[src/rtl/pmaseq_pkg.sv]
package pmaseq_pkg;

    typedef enum logic [2:0] {
        SQ_IDLE,
        SQ_READ,
        SQ_CLEAR,
        SQ_WAITLO,
        SQ_RESTORE,
        SQ_HOLD
    } seq_state_e;

endpackage

[src/rtl/pmaseq_timer.sv]
module pmaseq_timer #(
    parameter int CNT_W = 8
) (
    input  logic             clk,
    input  logic             rst,
    input  logic             clear_i,
    output logic [CNT_W-1:0] count_o
);
    localparam logic [CNT_W-1:0] CNT_MAX = {CNT_W{1'b1}};

    logic [CNT_W-1:0] cnt_d, cnt_q;

    always_comb begin
        cnt_d = cnt_q;
        if (clear_i) begin
            cnt_d = '0;
        end else if (cnt_q != CNT_MAX) begin
            cnt_d = cnt_q + 1'b1;
        end
    end

    always_ff @(posedge clk) begin
        if (rst) cnt_q <= '0;
        else     cnt_q <= cnt_d;
    end

    assign count_o = cnt_q;

    // the count only ever restarts from zero or moves up by one
    assert_timer_step_R9: assert property (@(posedge clk) disable iff (rst)
        !$past(clear_i) && !$past(rst) |-> (cnt_q == $past(cnt_q) + 1'b1) || (cnt_q == CNT_MAX));

endmodule

[src/rtl/pmaseq_port_master.sv]
module pmaseq_port_master #(
    parameter int ADDR_W = 9,
    parameter int DATA_W = 16
) (
    input  logic              clk,
    input  logic              rst,
    input  logic              req_i,
    input  logic              we_i,
    input  logic [ADDR_W-1:0] addr_i,
    input  logic [DATA_W-1:0] wdata_i,
    output logic              idle_o,
    output logic              ack_o,
    output logic [DATA_W-1:0] rdata_o,
    output logic              cfg_en_o,
    output logic              cfg_we_o,
    output logic [ADDR_W-1:0] cfg_addr_o,
    output logic [DATA_W-1:0] cfg_wdata_o,
    input  logic [DATA_W-1:0] cfg_rdata_i,
    input  logic              cfg_rdy_i
);
    typedef struct packed {
        logic              pend;
        logic              en;
        logic              we;
        logic [ADDR_W-1:0] addr;
        logic [DATA_W-1:0] wdata;
        logic              ack;
        logic [DATA_W-1:0] rdata;
    } pm_state_t;

    pm_state_t pm_d, pm_q;

    always_comb begin
        pm_d     = pm_q;
        pm_d.en  = 1'b0;
        pm_d.ack = 1'b0;
        if (!pm_q.pend) begin
            if (req_i) begin
                pm_d.pend  = 1'b1;
                pm_d.en    = 1'b1;
                pm_d.we    = we_i;
                pm_d.addr  = addr_i;
                pm_d.wdata = wdata_i;
            end
        end else if (cfg_rdy_i) begin
            pm_d.pend = 1'b0;
            pm_d.ack  = 1'b1;
            if (!pm_q.we) begin
                pm_d.rdata = cfg_rdata_i;
            end
        end
    end

    always_ff @(posedge clk) begin
        if (rst) pm_q <= '0;
        else     pm_q <= pm_d;
    end

    assign idle_o      = !pm_q.pend;
    assign ack_o       = pm_q.ack;
    assign rdata_o     = pm_q.rdata;
    assign cfg_en_o    = pm_q.en;
    assign cfg_we_o    = pm_q.we;
    assign cfg_addr_o  = pm_q.addr;
    assign cfg_wdata_o = pm_q.wdata;

    assert_en_one_cycle_R7: assert property (@(posedge clk) disable iff (rst)
        cfg_en_o |=> !cfg_en_o);

    assert_no_overlap_R7: assert property (@(posedge clk) disable iff (rst)
        req_i |-> idle_o);

    assert_ack_pulse_R7: assert property (@(posedge clk) disable iff (rst)
        ack_o |=> !ack_o);

endmodule

[src/rtl/rx_pma_reset_seq.sv]
module rx_pma_reset_seq
    import pmaseq_pkg::*;
#(
    parameter int              ADDR_W       = 9,
    parameter int              DATA_W       = 16,
    parameter logic [ADDR_W-1:0] CFG_ADDR   = 9'h011,
    parameter int              CLR_BIT      = 11,
    parameter int              TIMEOUT_CYC  = 4096,
    parameter int              RELEASE_HOLD = 1
) (
    input  logic              clk,
    input  logic              rst,
    input  logic              start_i,
    output logic              busy_o,
    output logic              done_o,
    output logic              error_o,
    output logic [ADDR_W-1:0] cfg_addr_o,
    output logic              cfg_en_o,
    output logic              cfg_we_o,
    output logic [DATA_W-1:0] cfg_wdata_o,
    input  logic [DATA_W-1:0] cfg_rdata_i,
    input  logic              cfg_rdy_i,
    output logic              rx_pma_rst_o,
    input  logic              rx_pma_rst_done_i
);
    localparam int TO_W   = $clog2(TIMEOUT_CYC + 1);
    localparam int HOLD_W = (RELEASE_HOLD > 0) ? $clog2(RELEASE_HOLD + 1) : 1;
    localparam logic [TO_W-1:0]   TO_LAST   = TO_W'(TIMEOUT_CYC - 1);
    localparam logic [HOLD_W-1:0] HOLD_LAST = HOLD_W'((RELEASE_HOLD > 0) ? RELEASE_HOLD - 1 : 0);
    localparam logic [DATA_W-1:0] CLR_MASK  = DATA_W'(1) << CLR_BIT;

    typedef struct packed {
        seq_state_e        state;
        logic              pma_rst;
        logic              busy;
        logic              done;
        logic              err;
        logic              restored;
        logic [DATA_W-1:0] saved;
        logic [HOLD_W-1:0] hold_cnt;
    } seq_t;

    seq_t sq_d, sq_q;

    logic              pm_req, pm_we, pm_idle, pm_ack;
    logic [DATA_W-1:0] pm_wdata, pm_rdata;
    logic [TO_W-1:0]   wait_cnt;
    logic              timer_clear;

    assign timer_clear = (sq_q.state != SQ_WAITLO);

    pmaseq_timer #(.CNT_W(TO_W)) u_wait_timer (
        .clk     (clk),
        .rst     (rst),
        .clear_i (timer_clear),
        .count_o (wait_cnt)
    );

    pmaseq_port_master #(.ADDR_W(ADDR_W), .DATA_W(DATA_W)) u_port (
        .clk         (clk),
        .rst         (rst),
        .req_i       (pm_req),
        .we_i        (pm_we),
        .addr_i      (CFG_ADDR),
        .wdata_i     (pm_wdata),
        .idle_o      (pm_idle),
        .ack_o       (pm_ack),
        .rdata_o     (pm_rdata),
        .cfg_en_o    (cfg_en_o),
        .cfg_we_o    (cfg_we_o),
        .cfg_addr_o  (cfg_addr_o),
        .cfg_wdata_o (cfg_wdata_o),
        .cfg_rdata_i (cfg_rdata_i),
        .cfg_rdy_i   (cfg_rdy_i)
    );

    // next-state logic for the sequence
    always_comb begin
        sq_d      = sq_q;
        sq_d.done = 1'b0;
        pm_req    = 1'b0;
        pm_we     = 1'b0;
        pm_wdata  = sq_q.saved;
        unique case (sq_q.state)
            SQ_IDLE: begin
                if (start_i) begin
                    pm_req        = 1'b1;
                    sq_d.busy     = 1'b1;
                    sq_d.err      = 1'b0;
                    sq_d.restored = 1'b0;
                    sq_d.state    = SQ_READ;
                end
            end
            SQ_READ: begin
                if (pm_ack) begin
                    sq_d.saved = pm_rdata;
                    pm_req     = 1'b1;
                    pm_we      = 1'b1;
                    pm_wdata   = pm_rdata & ~CLR_MASK;
                    sq_d.state = SQ_CLEAR;
                end
            end
            SQ_CLEAR: begin
                if (pm_ack) begin
                    sq_d.pma_rst = 1'b1;
                    sq_d.state   = SQ_WAITLO;
                end
            end
            SQ_WAITLO: begin
                if (!rx_pma_rst_done_i || wait_cnt == TO_LAST) begin
                    pm_req     = 1'b1;
                    pm_we      = 1'b1;
                    pm_wdata   = sq_q.saved;
                    sq_d.err   = rx_pma_rst_done_i;
                    sq_d.state = SQ_RESTORE;
                end
            end
            SQ_RESTORE: begin
                if (pm_ack) begin
                    sq_d.restored = 1'b1;
                    sq_d.hold_cnt = '0;
                    if (RELEASE_HOLD == 0) begin
                        sq_d.pma_rst = 1'b0;
                        sq_d.busy    = 1'b0;
                        sq_d.done    = 1'b1;
                        sq_d.state   = SQ_IDLE;
                    end else begin
                        sq_d.state   = SQ_HOLD;
                    end
                end
            end
            SQ_HOLD: begin
                if (sq_q.hold_cnt == HOLD_LAST) begin
                    sq_d.pma_rst = 1'b0;
                    sq_d.busy    = 1'b0;
                    sq_d.done    = 1'b1;
                    sq_d.state   = SQ_IDLE;
                end else begin
                    sq_d.hold_cnt = sq_q.hold_cnt + 1'b1;
                end
            end
            default: sq_d.state = SQ_IDLE;
        endcase
    end

    always_ff @(posedge clk) begin
        if (rst) begin
            sq_q       <= '0;
            sq_q.state <= SQ_IDLE;
        end else begin
            sq_q <= sq_d;
        end
    end

    assign busy_o       = sq_q.busy;
    assign done_o       = sq_q.done;
    assign error_o      = sq_q.done && sq_q.err;
    assign rx_pma_rst_o = sq_q.pma_rst;

    assert_read_addr_R1: assert property (@(posedge clk) disable iff (rst)
        cfg_en_o && !cfg_we_o |-> cfg_addr_o == CFG_ADDR);

    assert_clear_data_R2: assert property (@(posedge clk) disable iff (rst)
        cfg_en_o && cfg_we_o && !rx_pma_rst_o |-> cfg_wdata_o == (sq_q.saved & ~CLR_MASK));

    assert_rise_after_clear_R3: assert property (@(posedge clk) disable iff (rst)
        $rose(rx_pma_rst_o) && !$past(rst) |-> $past(pm_ack && sq_q.state == SQ_CLEAR));

    assert_restore_after_low_R4: assert property (@(posedge clk) disable iff (rst)
        cfg_en_o && cfg_we_o && rx_pma_rst_o |-> $past(!rx_pma_rst_done_i) || sq_q.err);

    assert_restore_data_R5: assert property (@(posedge clk) disable iff (rst)
        cfg_en_o && cfg_we_o && rx_pma_rst_o |-> cfg_wdata_o == sq_q.saved);

    assert_hold_until_restored_R6: assert property (@(posedge clk) disable iff (rst)
        $fell(rx_pma_rst_o) && !$past(rst) |-> sq_q.restored);

    assert_done_pulse_R8: assert property (@(posedge clk) disable iff (rst)
        done_o |=> !done_o);

    assert_done_ends_busy_R8: assert property (@(posedge clk) disable iff (rst)
        done_o |-> !busy_o && !rx_pma_rst_o);

    assert_error_with_done_R9: assert property (@(posedge clk) disable iff (rst)
        error_o |-> done_o);

    assert_reset_quiet_R10: assert property (@(posedge clk)
        rst |=> !rx_pma_rst_o && !cfg_en_o && !busy_o && !done_o);

endmodule

[config.mk]
export PLATFORM = sky130hd
export DESIGN_NAME = rx_pma_reset_seq
export DESIGN_NICKNAME = d
export VERILOG_FILES = /design/src/rtl/pmaseq_pkg.sv /design/src/rtl/pmaseq_timer.sv /design/src/rtl/pmaseq_port_master.sv /design/src/rtl/rx_pma_reset_seq.sv
export SDC_FILE = /design/constraint.sdc
export NUM_CORES = 1
export LEC_CHECK = 0
export BUFFER_PORTS_ARGS = -buffer_cell sky130_fd_sc_hd__buf_4
export CAP_MARGIN = 40
export CORE_ASPECT_RATIO = 0.9
export CORE_MARGIN = 2
export CORE_UTILIZATION = 40
export DETAILED_ROUTE_END_ITERATION = 16
export HOLD_SLACK_MARGIN = 0.08
export MAX_ROUTING_LAYER = met4
export PLACE_DENSITY_LB_ADDON = 0.25
export SLEW_MARGIN = 25
export SYNTH_ARGS = -nofsm -noshare
export SYNTH_HDL_FRONTEND = slang
export SYNTH_SLANG_ARGS = --single-unit
[constraint.sdc]
create_clock -name clk -period 4 [get_ports clk]
set_input_delay 0.6 -clock clk [delete_from_list [all_inputs] [get_ports clk]]
set_output_delay 0.6 -clock clk [all_outputs]
set_load 0.02 [all_outputs]
==> results of run 1 <==
-- routing by layer --
layer	GRT usage, %	wire length (um)	share of wire (%)	vias to the layer above
met3	3.79	325	5.1	8
met1	21.0	3280	52	1107
met2	22.3	2660	42	68
li1	-	-	-	1246
met5	-	0	0	-
met4	6.35	76	1.2	0
-- worst paths after layout --
kind                                         start                    end  cells after the start
worst min-delay path            u_port.rdata_o[12]     u_port.rdata_o[12]                      2
worst max-delay path                      sq_q[24]  u_port.cfg_wdata_o[1]                      4
worst min register to register  u_port.rdata_o[12]     u_port.rdata_o[12]                      2
worst max register to register            sq_q[24]  u_port.cfg_wdata_o[1]                      4
-- logic make-up after synthesis --
group,after synthesis
AO/OA/AOI/OAI,74
XOR/XNOR,2
adder cells (fa/ha/maj),1
buffers and inverters,50
flip-flops,73
multiplexers,18
other,1
AND/OR/NAND/NOR,146
-- sequential cells by signal (all words and copies together), names as in the netlist --
signal                count
u_port.rdata_o           16
u_port.cfg_wdata_o       16
rx_pma_rst_o              1
u_port.cfg_en_o           1
done_o                    1
u_wait_timer.count_o     13
busy_o                    1
u_port.cfg_addr_o         1
u_port.cfg_we_o           1
u_port.ack_o              1
sq_q                     20
u_port.pm_q               1
-- per-stage QoR --
step | hold WS, ns | setup slack [ns] | instances | instance area, um2
6_report | 0.459 | 1.80 | 484 | 3670
5_1_grt | 0.474 | 1.67 | 484 | 3670
4_1_cts | 0.459 | 1.78 | 484 | 3670
3_5_place_dp | 0.448 | 1.78 | 468 | 3430
3_3_place_gp | 0.443 | 1.79 | 465 | 3400
2_1_floorplan | 0.437 | 2.13 | 371 | 3220
-- power by group through the flow --
stage / logic, W / clock network, W / registers, W
after global placement: 0.0000982 / 0 / 0.000765
final: 0.000100 / 0.000692 / 0.000749
after detailed placement: 0.000101 / 0 / 0.000766
after CTS: 0.000101 / 0.000707 / 0.000749
after floorplan: 0.0000768 / 0 / 0.000764
after global routing: 0.000110 / 0.000738 / 0.000751
-- cell usage in the layout, fill, tap and decap left out, types with 2 or more instances in the layout --
cell       instances
clkinv_4           3
xnor2_1            2
and2_1             3
clkbuf_8           9
nor3_1             2
bufinv_16          3
conb_1             7
mux2_4             7
buf_4             44
a2bb2oi_1          2
a31oi_1            6
a21oi_1           46
o211ai_1           2
o21ai_0            7
buf_6              3
or3_1              3
dfxtp_1           73
nand2b_1           4
nor2b_1           19
and3_1             2
inv_1              4
nand3_1            3
nor2_1            14
nand4_1            3
and4_1             2
nand2_1           79
mux2_2            10
a41o_1             2
-- tightest hold or removal path: stages, from the launching register on --
cell and delay (ns):
dfxtp_1 0.31, nand2_1 0.05, a21oi_1 0.05
-- layout make-up --
cell class	count	area [um2]
sequential	73	1460
inverter	4	15.0
multi-input combinational	248	1470
clock inverter	6	116
timing repair buffer	47	364
tap	96	120
clock buffer	10	128
fill	747	3980
==> results.md, run 1 <==
- Overall die area: 8720 um2
- Die H: 88.8 um
- Final setup viols: 0
- CTS tree: done
- Skew final: 0.00867 ns
- CP max FO: 19
- CTS clock-pin slew for the worst setup and hold paths: 0.08 ns
- Syn Area/Cell: 8.75 um2
- Htree depth: 3
- Cells after synthesis: 365
- Total Routing Usage GR: 15.5%
- Sw Pwr: 0.000343 W
- N_diodes: 0
- Crit-path max cell delay: 0.65 ns
- # DRC: 0
- Synth Area in Compound Gates: 13.9%
- Synthesized cell area: 3190 um2
- Overflow after GRT: 0
- CP Class: reg -> reg
- Critical path's slowest cell: dfxtp_1
- Post-Synth XOR/XNOR Area: 0.548%
- Most frequent cell after synthesis: nand2_1
- Clock root buffer: clkbuf_8
- DPL Wire Length: 4260 um
- CTS Buffer Depth: 2
- PortBufs: 44
- Cell area power density: 419 nW/um2
- Vias post-DR: 2,429
- Std-Cell Core Area: 7660 um2
- Post-Synth Adder-Cell Area: 0.392%
- Clk network pwr share: 44.9%
- Row count: 30
- RD Place Congestion: 0.825
- Fraction of layout cells with a size suffix above 1: 22.9%
- First-pass iteration count of the detailed router: 5
- Boundary Pins: 52
- Synth Area in Simple Gates: 22.8%
- Avg Vias per Cell: 5.02
- Internal: 0.00120 W
- Vias in the first global route: 2,198
- Cells along the critical path: or2_1 > o21ai_0 > o211ai_4 > mux2_2
- Synthesis-stage register bit count: 73
- Delay-heaviest family, CP: compound AO/OA/AOI/OAI gates
- Yosys top cell by area: dfxtp_1
- Layout Nets: 405
- RSZ-0062 raised after global routing: no
- EDFF count, synth: 0
- Worst EP required: 4.24 ns
- Synth top area cells: dfxtp_1 (46%), nand2_1 (9.3%), a21oi_1 (7.2%)
- Initial antenna violation count: 0
- Worst path arrival time: 2.43 ns
- Area delta synth->final: 15.0%
- Pin count of the biggest net entering global routing: 65
- Hold Crit Class: reg -> reg
- First-pass GRT wire length: 10,400 um
- Switching Share: 22.3%
- Max frequency: 455 MHz
- Final Hold Viols: 0
- Post-synthesis async set-or-reset flop share: 0%
- Synth cell types: 51
- Register-to-register setup slack: 1.80 ns
- Seq pwr share: 48.6%
- Initial Util: 41.7%
- Largest family of logic cells by synthesized area: simple AND/OR/NAND/NOR gates
- Final wirelength: 6350 um
- Clock sinks: 73
- Post-cts sizing count: 0
- Synth Warn #: 0
- Die width: 98.2 um
- Pleak: 1.45 nW
- Max_cap viols: 0
- Max VDD drop: 0.142 mV
- Top cells by count, synth: nand2_1 (79), dfxtp_1 (73), a21oi_1 (46), buf_4 (25), nor2b_1 (19)
- Buf/Inv on CP: 0
- Tot Pwr: 0.00154 W
- Status: completed
- Post-layout minimum cycle time: 2.20 ns
- Period Utilization, post-route: 54.9%
- CTS Hold Buffers Added: 0
- Final Max Slew Viols: 0
- Sequential area share after synthesis: 45.8%
- CP Launch Type: flop
- Fin util: 48.0%
- Setup TNS: 0 ns
- Clk_lat worst skew: 0.34 ns
- Least-Margin Pin Slew: 0.751 ns
- CP Capture Type: flop
- Final ANT Viol Nets: 0
- Drt wl/cell: 13.1 um
- DRT iter0 DRCs: 125
- Area fraction of the dominant cell type after synthesis: 45.8%
- Mux contribution to synthesized area: 7.13%
- Post-CTS Setup Bufs: 0
- Clock buffer count from CTS: 9
- Ys flop type: dfxtp_1
- Comb pwr share: 6.5%
- Slew headroom: 49.7%
Note: power is estimated with default switching activity, not from simulation.
==> inputs of run 2 (changes only) <==
--- a/config.mk
+++ b/config.mk
@@ -5,6 +5,7 @@
 export SDC_FILE = /design/constraint.sdc
 export NUM_CORES = 1
 export LEC_CHECK = 0
+export ABC_AREA = 1
 export BUFFER_PORTS_ARGS = -buffer_cell sky130_fd_sc_hd__buf_4
 export CAP_MARGIN = 40
 export CORE_ASPECT_RATIO = 0.9
==> constraint.sdc (replaced) <==
create_clock -name clk -period 2.26 [get_ports clk]
set_input_delay 0.339 -clock clk [delete_from_list [all_inputs] [get_ports clk]]
set_output_delay 0.339 -clock clk [all_outputs]
set_load 0.02 [all_outputs]
==> run 2 against run 1 <==
Final cell count grew 17%. Power grew 140%. Sequential power grew 120%. Critical path depth grew 1. Clock skew grew 0.0070 ns. Via count grew 6.5%. Utilization shrank 2.5 points. Synthesized cell count grew 21%. Highest routed layer unchanged.
==> results.md, run 2 <==
- Vias post-DR: 2,586 (was 2,429)
- Worst path arrival time: 2.04 ns (was 2.43 ns)
- Die width: 99.2 um (was 98.2 um)
- CP Class: reg -> reg (unchanged)
- First-pass iteration count of the detailed router: 4 (was 5)
- Post-CTS Setup Bufs: 0 (unchanged)
- Sw Pwr: 0.00135 W (was 0.000343 W)
- Boundary Pins: 52 (unchanged)
- Clock buffer count from CTS: 9 (unchanged)
- RD Place Congestion: 0.876 (was 0.825)
- Comb pwr share: 31.5% (was 6.5%)
- Syn Area/Cell: 7.42 um2 (was 8.75 um2)
- Post-synthesis async set-or-reset flop share: 0% (unchanged)
- PortBufs: 44 (unchanged)
- Worst EP required: 2.47 ns (was 4.24 ns)
- Hold Crit Class: in -> reg (was reg -> reg)
- CP max FO: 23 (was 19)
- Total Routing Usage GR: 15.6% (was 15.5%)
- Gr busiest metal: met2 (unchanged)
- Ys flop type: dfxtp_1 (unchanged)
- Skew final: 0.0157 ns (was 0.00867 ns)
- Cell area power density: 1010 nW/um2 (was 419 nW/um2)
- Die H: 89.7 um (was 88.8 um)
- CP Launch Type: flop (unchanged)
- Overall die area: 8900 um2 (was 8720 um2)
- Overflow after GRT: 0 (unchanged)
- Layout Nets: 483 (was 405)
- Met3 Use GR: 5.13% (was 3.79%)
- Seq pwr share: 44.2% (was 48.6%)
- DRT iter0 DRCs: 136 (was 125)
- Vias in the first global route: 2,334 (was 2,198)
- Total placed cells including tap cells: 549 (was 468)
- Pleak: 1.62 nW (was 1.45 nW)
- Global Route met2 Usage: 21.7% (was 22.3%)
- Drt wl/cell: 11.3 um (was 13.1 um)
- Htree depth: 3 (unchanged)
- Final WS setup: 0.430 ns (was 1.80 ns)
- Post-layout minimum cycle time: 1.83 ns (was 2.20 ns)
- Slew headroom: 58.3% (was 49.7%)
- Initial antenna violation count: 0 (unchanged)
- # DRC: 0 (unchanged)
- Status: completed (unchanged)
- Std-Cell Core Area: 7990 um2 (was 7660 um2)
- DP Worst Slack: 0.323 ns (was 1.78 ns)
- Clk network pwr share: 24.4% (was 44.9%)
- First-pass GRT wire length: 11,000 um (was 10,400 um)
- Top cells by count, synth: nand2_1 (82), dfxtp_1 (73), nor2_1 (68), inv_1 (38), a21oi_1 (37) (was nand2_1 (79), dfxtp_1 (73), a21oi_1 (46), buf_4 (25), nor2b_1 (19))
- CTS Buffer Depth: 2 (unchanged)
- Max reg flops: 20 (unchanged)
- Row count: 31 (was 30)
- Max frequency: 546 MHz (was 455 MHz)
- Max_cap viols: 0 (unchanged)
- Area delta synth->final: 11.4% (was 15.0%)
- DP Area: 3470 um2 (was 3430 um2)
- Met1 Use GR: 21.6% (was 21.0%)
- CTS Hold Buffers Added: 0 (unchanged)
- Final wirelength: 6380 um (was 6350 um)
- Synthesis-stage register bit count: 73 (unchanged)
- Critical path's slowest cell: inv_1 (was dfxtp_1)
- Final setup viols: 0 (unchanged)
- Avg Vias per Cell: 4.58 (was 5.02)
- Most common cell after layout, fill and taps aside: nand2_1 (unchanged)
- Most frequent cell after synthesis: nand2_1 (unchanged)
- Most frequent cells in the layout: nand2_1 (82), dfxtp_1 (73), nor2_1 (68) (was nand2_1 (79), dfxtp_1 (73), a21oi_1 (46))
- Switching Share: 36.6% (was 22.3%)
- Final ANT Viol Nets: 0 (unchanged)
- Period Utilization, post-route: 81.0% (was 54.9%)
- Reg with most FFs: sq_q (unchanged)
- Clock root buffer: clkbuf_8 (unchanged)
- Max VDD drop: 0.377 mV (was 0.142 mV)
- RSZ-0062 raised after global routing: no (unchanged)
- CTS tree: done (unchanged)
- Internal: 0.00233 W (was 0.00120 W)
- Hold WS: 0.212 ns (was 0.459 ns)
- Initial Util: 40.9% (was 41.7%)
- Final Hold Viols: 0 (unchanged)
- Setup TNS: 0 ns (unchanged)
- Synth cell types: 32 (was 51)
- Final non-filler cell total: 565 (was 484)
- EDFF count, synth: 0 (unchanged)
- Sequential area share after synthesis: 44.8% (was 45.8%)
- Yosys top cell by area: dfxtp_1 (unchanged)
- Clock sinks: 73 (unchanged)
- Post-cts sizing count: 0 (unchanged)
- Synth Warn #: 0 (unchanged)
- Fraction of layout cells with a size suffix above 1: 18.9% (was 22.9%)
- Synth top area cells: dfxtp_1 (45%), nand2_1 (9.4%), nor2_1 (7.8%) (was dfxtp_1 (46%), nand2_1 (9.3%), a21oi_1 (7.2%))
- CP Capture Type: flop (unchanged)
- Cells along the critical path: nand2_1 > nor2_1 > inv_1 > o21ai_0 > a21oi_1 (was or2_1 > o21ai_0 > o211ai_4 > mux2_2)
- Pin count of the biggest net entering global routing: 35 (was 65)
- Area fraction of the dominant cell type after synthesis: 44.8% (was 45.8%)
- CTS clock-pin slew for the worst setup and hold paths: 0.08 ns (about the same)
- DPL Wire Length: 4400 um (was 4260 um)
- Clk_lat worst skew: 0.35 ns (was 0.34 ns)
- Least-Margin Pin Slew: 0.625 ns (was 0.751 ns)
- Synthesized cell area: 3260 um2 (was 3190 um2)
- Post-route design area: 3640 um2 (was 3670 um2)
- Cells after synthesis: 440 (was 365)
- Crit-path max cell delay: 0.48 ns (was 0.65 ns)
- Final Max Slew Viols: 0 (unchanged)
- N_diodes: 0 (unchanged)
## run 2: metal layers
metal / wire, um / share of wire (%) / vias to the layer above
met1: 3420 / 54 / 1134
met3: 303 / 4.7 / 4
met5: 0 / 0 / -
met4: 67 / 1.0 / 0
li1: - / - / 1396
met2: 2590 / 41 / 52
## run 2: path summary, 6_finish.rpt
path,depth (start not counted),slack [ns],start,to
worst max register to register,5,0.43,u_port.pm_q[44],u_port.rdata_o[13]
worst min register to register,2,0.48,u_port.rdata_o[11],sq_q[12]
worst min-delay path,2,0.21,cfg_rdy_i,u_port.pm_q[44]
worst max-delay path,5,0.43,u_port.pm_q[44],u_port.rdata_o[13]
## run 2: area by class of cell
| cell class | instances | area, um2 |
|---|---|---|
| inverters | 51 | 196 |
| repair buffers | 46 | 345 |
| well taps | 99 | 124 |
| multi-input cells | 280 | 1340 |
| clock buffers | 10 | 128 |
| clock inverters | 6 | 42.5 |
| fillers | 843 | 4350 |
| flip-flops and latches | 73 | 1460 |
## run 2: power by group through the flow
| stage | Sequential [W] | Combinational (W) | Clock, W |
|---|---|---|---|
| final | 0.00163 | 0.00116 | 0.000897 |
| after global routing | 0.00166 | 0.00131 | 0.000979 |
| after CTS | 0.00163 | 0.00117 | 0.000924 |
| after detailed placement | 0.00165 | 0.00117 | 0 |
| after global placement | 0.00165 | 0.00115 | 0 |
| after floorplan | 0.00163 | 0.00105 | 0 |
## run 2: kinds of logic after synthesis
kind of cell               after synthesis  synth area share (%)
and+or+nand+nor                        192                  25.6
buffers and inverters                   93                  14.9
AOI/OAI and AO/OA                       73                  12.3
DFF                                     73                  44.8
xor gates and xnor gates                 7                  1.88
adders and majority gates                1                 0.383
other                                    1                 0.115
## run 2: metrics by stage
| stage | utilization (%) | total power, W |
|---|---|---|
| floorplan | - | 0.00267 |
| global placement | 43.4 | 0.00280 |
| detailed placement | 43.4 | 0.00282 |
| CTS | 45.5 | 0.00372 |
| global route | 45.5 | 0.00394 |
| finish | 45.5 | 0.00368 |
## run 2: worst max-delay path, delay by kind of cell, from the launching register on
kind / cells / cell delay, ns
buffers and inverters: 1 / 0.48
flip-flops: 1 / 0.33
AND/OR/NAND/NOR: 2 / 0.54
AO/OA/AOI/OAI: 2 / 0.34
